===== config.mk =====
export PLATFORM = sky130hd
export DESIGN_NAME = fifo_ready_pins
export DESIGN_NICKNAME = d
export VERILOG_FILES = /design/src/rtl/rdy_pkg.sv /design/src/rtl/rdy_occ_counter.sv /design/src/rtl/rdy_cap_sel.sv /design/src/rtl/rdy_rx_pin.sv /design/src/rtl/rdy_tx_pin.sv /design/src/rtl/fifo_ready_pins.sv
export SDC_FILE = /design/constraint.sdc
export NUM_CORES = 1
export LEC_CHECK = 0
export ABC_AREA = 1
export ABC_CLOCK_PERIOD_IN_PS = 3500
export BUFFER_PORTS_ARGS = -buffer_cell sky130_fd_sc_hd__buf_2
export CAP_MARGIN = 30
export CORE_MARGIN = 4
export CORE_UTILIZATION = 50
export CTS_CLUSTER_DIAMETER = 200
export DETAILED_ROUTE_END_ITERATION = 10
export PLACE_DENSITY = 0.8
export RECOVER_POWER = 100
export REMOVE_ABC_BUFFERS = 1
export SYNTH_ARGS = -nofsm -noshare
export SYNTH_HDL_FRONTEND = slang
export SYNTH_SLANG_ARGS = --single-unit
export TNS_END_PERCENT = 50

===== constraint.sdc =====
create_clock -name clk -period 3.5 [get_ports clk]
set_input_delay 0 -clock clk [delete_from_list [all_inputs] [get_ports clk]]
set_output_delay 0 -clock clk [all_outputs]
set_load 0.01 [all_outputs]

===== src/rtl/rdy_pkg.sv =====
// Package: shared mode type for the ready-pin generator.
// Assumes: nothing beyond standard SystemVerilog.
package rdy_pkg;

    typedef enum logic {
        XFER_SINGLE = 1'b0,
        XFER_BLOCK  = 1'b1
    } xfer_mode_e;

endpackage


===== src/rtl/rdy_occ_counter.sv =====
// Module: occupancy counter for one FIFO.
// Counts accepted pushes and pops. A push is accepted only below the
// capacity and a pop only when nonzero. Flags full (count at or above
// capacity) and empty.
// Assumes: cap fits in CW bits; strobes are synchronous to clk.
module rdy_occ_counter #(
    parameter int CW = 8
) (
    input  logic          clk,
    input  logic          rst_n,
    input  logic          push,
    input  logic          pop,
    input  logic [CW-1:0] cap,
    output logic [CW-1:0] count,
    output logic          full,
    output logic          empty
);

    logic push_ok;
    logic pop_ok;

    // Qualify strobes against the current occupancy.
    always_comb begin
        push_ok = push && (count < cap);
        pop_ok  = pop && (count != '0);
    end

    // Update the occupancy from the accepted strobes.
    always_ff @(posedge clk) begin
        if (!rst_n) begin
            count <= '0;
        end else begin
            case ({push_ok, pop_ok})
                2'b10:   count <= count + 1'b1;
                2'b01:   count <= count - 1'b1;
                default: count <= count;
            endcase
        end
    end

    // Derive the status flags.
    always_comb begin
        full  = (count >= cap);
        empty = (count == '0);
    end

endmodule


===== src/rtl/rdy_cap_sel.sv =====
// Module: FIFO capacity selection.
// Chooses the extended depth when any configuration byte is nonzero,
// otherwise the normal depth.
// Assumes: both depths fit in CW bits.
module rdy_cap_sel #(
    parameter int CW         = 8,
    parameter int CFG_W      = 8,
    parameter int NCFG       = 4,
    parameter int DEPTH_NORM = 32,
    parameter int DEPTH_EXT  = 128
) (
    input  logic [NCFG-1:0][CFG_W-1:0] cfg,
    output logic [CW-1:0]              cap
);

    logic [NCFG-1:0] nz;

    genvar gi;
    generate
        for (gi = 0; gi < NCFG; gi++) begin : g_nz
            // Flag a nonzero configuration byte.
            assign nz[gi] = |cfg[gi];
        end
    endgenerate

    // Pick the depth from the extended-mode flag.
    always_comb begin
        cap = (|nz) ? CW'(DEPTH_EXT) : CW'(DEPTH_NORM);
    end

endmodule


===== src/rtl/rdy_rx_pin.sv =====
// Module: receive-ready pin register.
// Single mode: low while data is present. Block mode: falls on the
// trigger level or a timeout with data, and rises only when empty.
// Assumes: count and empty come from the registered counter.
module rdy_rx_pin
    import rdy_pkg::*;
#(
    parameter int CW = 8
) (
    input  logic          clk,
    input  logic          rst_n,
    input  xfer_mode_e    mode,
    input  logic [CW-1:0] count,
    input  logic          empty,
    input  logic [CW-1:0] trig,
    input  logic          timeout,
    output logic          rdy_n
);

    // Compute the next pin level under the selected discipline.
    always_ff @(posedge clk) begin
        if (!rst_n) begin
            rdy_n <= 1'b1;
        end else if (mode == XFER_SINGLE) begin
            rdy_n <= empty;
        end else if (empty) begin
            rdy_n <= 1'b1;
        end else if ((count >= trig) || timeout) begin
            rdy_n <= 1'b0;
        end
    end

endmodule


===== src/rtl/rdy_tx_pin.sv =====
// Module: transmit-ready pin register.
// Single mode: high while data is present. Block mode: high only when
// the FIFO is full, low once one slot is free.
// Assumes: full and empty come from the registered counter.
module rdy_tx_pin
    import rdy_pkg::*;
(
    input  logic       clk,
    input  logic       rst_n,
    input  xfer_mode_e mode,
    input  logic       full,
    input  logic       empty,
    output logic       rdy_n
);

    // Compute the next pin level under the selected discipline.
    always_ff @(posedge clk) begin
        if (!rst_n) begin
            rdy_n <= 1'b0;
        end else if (mode == XFER_SINGLE) begin
            rdy_n <= !empty;
        end else begin
            rdy_n <= full;
        end
    end

endmodule


===== src/rtl/fifo_ready_pins.sv =====
// Module: ready-pin generator for one UART channel (top).
// Tracks receive and transmit FIFO occupancy, selects capacity from the
// extended-mode configuration, and drives both active-low ready pins.
// Assumes: push/pop strobes mirror the FIFO datapath; rx_timeout is a
// single-cycle pulse.
module fifo_ready_pins
    import rdy_pkg::*;
#(
    parameter int CFG_W      = 8,
    parameter int DEPTH_NORM = 32,
    parameter int DEPTH_EXT  = 128,
    localparam int CW        = $clog2(DEPTH_EXT + 1)
) (
    input  logic          clk,
    input  logic          rst_n,
    input  logic          blk_mode,
    input  logic [CFG_W-1:0] cfg_tx_lvl,
    input  logic [CFG_W-1:0] cfg_rx_lvl,
    input  logic [CFG_W-1:0] cfg_flow_hi,
    input  logic [CFG_W-1:0] cfg_flow_lo,
    input  logic [CW-1:0] rx_trig,
    input  logic          rx_timeout,
    input  logic          rx_push,
    input  logic          rx_pop,
    input  logic          tx_push,
    input  logic          tx_pop,
    output logic [CW-1:0] rx_count,
    output logic [CW-1:0] tx_count,
    output logic          rx_rdy_n,
    output logic          tx_rdy_n
);

    localparam int NCFG = 4;

    logic [NCFG-1:0][CFG_W-1:0] cfg_bus;
    logic [CW-1:0]              cap;
    xfer_mode_e                 mode;
    logic                       rx_full, rx_empty;
    logic                       tx_full, tx_empty;

    // Gather configuration bytes and decode the mode.
    always_comb begin
        cfg_bus = {cfg_flow_lo, cfg_flow_hi, cfg_rx_lvl, cfg_tx_lvl};
        mode    = blk_mode ? XFER_BLOCK : XFER_SINGLE;
    end

    rdy_cap_sel #(
        .CW(CW), .CFG_W(CFG_W), .NCFG(NCFG),
        .DEPTH_NORM(DEPTH_NORM), .DEPTH_EXT(DEPTH_EXT)
    ) u_cap (
        .cfg (cfg_bus),
        .cap (cap)
    );

    rdy_occ_counter #(.CW(CW)) u_rx_cnt (
        .clk (clk), .rst_n (rst_n), .push (rx_push), .pop (rx_pop),
        .cap (cap), .count (rx_count), .full (rx_full), .empty (rx_empty)
    );

    rdy_occ_counter #(.CW(CW)) u_tx_cnt (
        .clk (clk), .rst_n (rst_n), .push (tx_push), .pop (tx_pop),
        .cap (cap), .count (tx_count), .full (tx_full), .empty (tx_empty)
    );

    rdy_rx_pin #(.CW(CW)) u_rx_pin (
        .clk (clk), .rst_n (rst_n), .mode (mode), .count (rx_count),
        .empty (rx_empty), .trig (rx_trig), .timeout (rx_timeout),
        .rdy_n (rx_rdy_n)
    );

    rdy_tx_pin u_tx_pin (
        .clk (clk), .rst_n (rst_n), .mode (mode), .full (tx_full),
        .empty (tx_empty), .rdy_n (tx_rdy_n)
    );

    // rx_full is kept for symmetry; fold it into a harmless use.
    logic unused_ok;
    always_comb unused_ok = rx_full;

endmodule


Yosys cells after proc, flatten, opt, wreduce, memory -nomap -nowiden
Cells that the tools add are included.
Widths: inputs -> output; s select.
{"block": "op_classes", "add_sub_neg": 4, "mul": 0, "div_mod_pow": 0, "magnitude_cmp": 4, "n_eq_ne": 5, "shifts": 0, "n_mux": 8, "bitwise_logic": 0, "reduce_logical": 13}
{"cell": "$pmux 8 s2", "count": 2}
{"cell": "$reduce_or 32->1", "count": 1}
{"cell": "$add 8x1->8 const B", "count": 2}
{"cell": "$ge 8x8->1", "count": 2}
{"cell": "$logic_not 8->1", "count": 2}
{"cell": "$lt 8x8->1", "count": 2}
{"cell": "$reduce_bool 8->1", "count": 2}
{"cell": "$sub 8x1->8 const B", "count": 2}
{"cell": "$mux 8", "count": 1}
{"cell": "$mux 1", "count": 5}
{"cell": "$eq 2x1->1 const B", "count": 2}
{"cell": "$eq 2x2->1 const B", "count": 2}
{"cell": "$logic_and 1x1->1", "count": 4}
{"cell": "$reduce_bool 2->1", "count": 2}
{"cell": "$ne 3x3->1 const B", "count": 1}
{"cell": "$logic_not 1->1", "count": 1}
{"cell": "$logic_or 1x1->1", "count": 1}
{"block": "word_totals", "regBits": 18, "latchBits": 0, "mem_bits_rw": 0, "romBits": 0, "in_bits": 48, "wordCells": 38, "memories": 0}

Longest topological paths before layout
{"block": "depth", "ltp_word": 6, "mapped_depth": 23}

Hierarchy
A second synthesis with hierarchy kept.
{"block": "hier_totals", "hier_cells": 380, "area_unflattened_um2": 2362.3}
{"mod": "rdy_occ_counter (u_rx_cnt)", "n_inst": 1, "cells_each": 132, "area_each_um2": 897.1, "seq_area_each_um2": 160.2}
{"mod": "rdy_occ_counter (u_tx_cnt)", "n_inst": 1, "cells_each": 129, "area_each_um2": 874.6, "seq_area_each_um2": 160.2}
{"mod": "rdy_cap_sel", "n_inst": 1, "cells_each": 71, "area_each_um2": 299.0, "seq_area_each_um2": 0.0}
{"mod": "rdy_rx_pin", "n_inst": 1, "cells_each": 42, "area_each_um2": 252.7, "seq_area_each_um2": 20.0}
{"mod": "rdy_tx_pin", "n_inst": 1, "cells_each": 6, "area_each_um2": 38.8, "seq_area_each_um2": 20.0}

Worst setup path before layout
No wires, ideal clock.
{"block": "synth_path", "kind": "in2reg", "start": "input port cfg_flow_lo[7]", "end": "register u_tx_cnt.count[4]", "arrival_ns": 2.377, "required_time_ns": 3.391, "slack_ns": 1.014, "cell_stages": 21, "path_buffers": 1, "cell_sequence": "nor2_1 > nand2_1 > nor2_1 > nand2_1 > nor3_1 > ha_1 > a21oi_1 > nand2_1 > ha_1 > buf_6 > nor2_2 > nor2_4 > ha_1 > a21oi_1 > inv_1 > nand2_1 > nand2_1 > xor2_1 > nand2_1 > nand2_1 > inv_1"}
{"block": "synth_between", "elab_chain_len": 6}
{"element": "from (decl)", "line": "fifo_ready_pins.sv:20", "source": "input logic [CFG_W-1:0] cfg_flow_lo,"}
{"element": "$reduce_or 32->1 *", "line": "rdy_cap_sel.sv:28", "source": "cap = (|nz) ? CW'(DEPTH_EXT) : CW'(DEPTH_NORM);"}
{"element": "$mux 8 *", "line": "rdy_cap_sel.sv:28"}
{"element": "$lt 8x8->1 *", "line": "rdy_occ_counter.sv:24", "source": "push_ok = push && (count < cap);"}
{"element": "$logic_and 1x1->1 *", "line": "rdy_occ_counter.sv:24"}
{"element": "$eq 2x1->1 / $eq 2x2->1 (equally long branches)", "line": "rdy_occ_counter.sv:33", "source": "case ({push_ok, pop_ok})"}
{"element": "$pmux 8 s2 / $reduce_bool 2->1 (equally long branches)"}
{"element": "to (signal assigned)", "line": "rdy_occ_counter.sv:34", "source": "2'b10: count <= count + 1'b1;"}
{"element": "to (signal assigned)", "line": "rdy_occ_counter.sv:35", "source": "2'b01: count <= count - 1'b1;"}
{"element": "to (signal assigned)", "line": "rdy_occ_counter.sv:36", "source": "default: count <= count;"}
{"element": "to (decl)", "line": "rdy_occ_counter.sv:14", "source": "output logic [CW-1:0] count,"}
Mark *: on every way between the ends. The rest lies on a longest branch, timed or not.
A chain may end at the register's enable or synchronous reset.

Worst setup path after layout
{"block": "layout_path", "start": "input port cfg_flow_hi[3]", "end": "register u_tx_cnt.count[4]"}
{"block": "layout_between", "elab_chain_len": 6}
{"element": "from (decl)", "line": "fifo_ready_pins.sv:19", "source": "input logic [CFG_W-1:0] cfg_flow_hi,"}
{"element": "$reduce_or 32->1 *", "line": "rdy_cap_sel.sv:28"}
{"element": "$mux 8 *", "line": "rdy_cap_sel.sv:28"}
{"element": "$lt 8x8->1 *", "line": "rdy_occ_counter.sv:24"}
{"element": "$logic_and 1x1->1 *", "line": "rdy_occ_counter.sv:24"}
{"element": "$eq 2x1->1 / $eq 2x2->1 (equally long branches)", "line": "rdy_occ_counter.sv:33"}
{"element": "$pmux 8 s2 / $reduce_bool 2->1 (equally long branches)"}
Marks and branches as above.

==> metrics.yaml <==
grt_pass1_vias: 1759
hp-start: "rst_n"
worstHoldEndpoint: "u_rx_pin.rdy_n"
first_pass_iters: 4
drc_errors: 0
path_clk_slew_ps: 70
die_h_um: 68.7
fp-row-count: 21
ys_types: 30
hold_path_class: "in -> reg"
finalHoldViolations: 0
ant_nets: 0
worstSetupPathType: "in -> reg"
area_growth_pct: 21.1
cts_max_level: 1
cts_sinks: 18
antenna_cells: 0
layout_commonest_cell: "nand2_1"
coreArea_um2: 3440
vias: 1970
layout_setup_ws_ps: 722
tightest_slew_ps: 479
reg2reg_depth: 18
fin_tns_setup_ps: 0
final_util_pct: 64.8
viasPerCell: 4.84
rrSetupSlack_ps: 840
period_minus_slack_ps: 2780
period_share_pct: 79.4
worstSetupStartpointType: "primary input"
crit_fanout: 10
clock_latency_ps: 260
start_util_pct: 53.5
yosys_register_bits: 18
clock_skew_ps: 1.79
grt_pass1_wl_um: 7310
synth_top_area_share_pct: 19.6
grt-ovfl-total: 0
num_io_pins: 66
cts_resized: 0
fmax_mhz: 360
place_inst: 402
netlist_area_um2: 1840
vdd_drop_max_uv: 452
fin_cells: 407
reg2reg_from: "u_tx_cnt.count[5]"
dp_slack_ps: 512
numCtsBuffers: 3
portBuffers: 65
maxCapViolations: 0
max_slew_margin_pct: 67.8
hold_depth: 2
powerDensity_nw_per_um2: 776
synthCells: 295
finalMaxSlewViolations: 0
drive_gt1_share_pct: 19.9
synth_area_leaders: "dfxtp_1, ha_1, nand2_1"
cts_tree: "yes"
cts_buffer_depth: 2
power_mw: 1.73
grt_use_total_pct: 20.3
setup_viol: 0
cp_data_arrival_time_ps: 2940
fin_area_um2: 2230
grt_max_degree: 13
nets: 432
status: "finished clean"
placed_area_um2: 2200
rsz0062_at_grt: "no"
ys.warnings.count: 0
fp.dieW_um: 68.7
hpwl_um: 3710
drt_iter0_markers: 84
synth_top_area_cell: "dfxtp_1"
finalHoldWorstSlack_ps: 14.1
avgSynthCellArea_um2: 6.24
worstPathRequired_ps: 3670
cts_root_buffer: "clkbuf_8"
cellLeakagePower_nw: 1.30
final_cell_mix: "nand2_1, inv_1, buf_2, nor2_1, a21oi_1"
gp_congestion: 0.940
detail_route.wl_per_cell_um: 11.3
cp-end-kind: "register"
antenna_found_initial: 0
synth_seq_area_share_pct: 19.6
wl_um: 4610
worstReg2RegEnd: "u_tx_cnt.count[4]"
dieArea_um2: 4720
## logic make-up after synthesis
kind of cell	count (synthesis)	share of synthesized area, %
simple gates	143	35.7
flops	18	19.6
xor+xnor	9	4.28
compound gates	42	12.0
buf+inv	61	13.1
fa+ha+maj	22	15.4
## critical path: stages
cell and delay, ps:
buf_2 90, nor2_1 130, nand2_1 70, nor2_1 80, nand2_1 50, nor3_1 380, ha_1 340, a21oi_1 210
nand2_1 110, ha_1 360, nand2_2 120, inv_1 70, nor2_1 180, ha_1 180, a21oi_1 60, inv_1 90
nand2_1 50, nand2_1 60, xor2_1 140, nand2_1 70, nand2_1 60, inv_1 40
## where the power goes
group	internal [mW]	switching, mW
registers	0.299	0.122
logic	0.431	0.699
clock network	0.100	0.0782
total	0.830	0.900
## cell usage after synthesis
cell type  number
inv_6           1
nand2_1        58
nor2_2          2
buf_6           1
a21o_1          1
and3_1          1
nand3_1        18
dfxtp_1        18
nor3_1          2
inv_2           3
nand2_4         1
o21a_1          1
a21oi_1        22
nor2_4          2
inv_1          53
xnor2_1         4
a31oi_1         1
nand3_2         1
and2_4          1
fa_1            1
xor2_1          5
nand2_2        13
o21ai_0        15
nand4_1         7
nand3b_1        1
ha_1           21
o21bai_1        1
a21boi_0        1
clkbuf_1        3
nor2_1         36
## flip-flops by register name, summed over array words and instances, names as in the netlist
register / cells
u_rx_cnt.count: 8
u_tx_cnt.count: 8
u_rx_pin.rdy_n: 1
u_tx_pin.rdy_n: 1
## metal layers
layer  track usage, %  routed length, um  vias to the layer above
met5                0                  0                        -
li1                 -                  -                     1065
met4             8.52                 70                        0
met2             34.3               1980                       58
met1             26.4               2160                      842
met3             1.78                399                        5
## what timing repair did
item | CTS | global route
endpoints found under the hold margin | 1 | 0
buffers inserted | 0 | 0
hold buffers | 1 | 0
## worst max-delay path by stage
stage | slack [ps] | start | depth (start not counted) | to
floorplan | 970 | cfg_flow_lo[7] | 20 | u_tx_cnt.count[4]
detailed placement | 510 | cfg_flow_hi[3] | 21 | u_tx_cnt.count[6]
global placement | 660 | cfg_flow_hi[3] | 21 | u_tx_cnt.count[4]
global route | 440 | cfg_flow_hi[3] | 21 | u_tx_cnt.count[6]
CTS | 760 | cfg_flow_hi[3] | 21 | u_tx_cnt.count[4]
finish | 720 | cfg_flow_hi[3] | 22 | u_tx_cnt.count[4]
## final cells by class
type / instances / area, um2
Fill cell: 336 / 1210
Tap cell: 46 / 57.6
Clock buffer: 4 / 55.1
Multi-Input combinational cell: 216 / 1220
Sequential cell: 18 / 360
Timing Repair Buffer: 66 / 313
Inverter: 57 / 219
No activity file was read; power rests on OpenSTA's default activity.
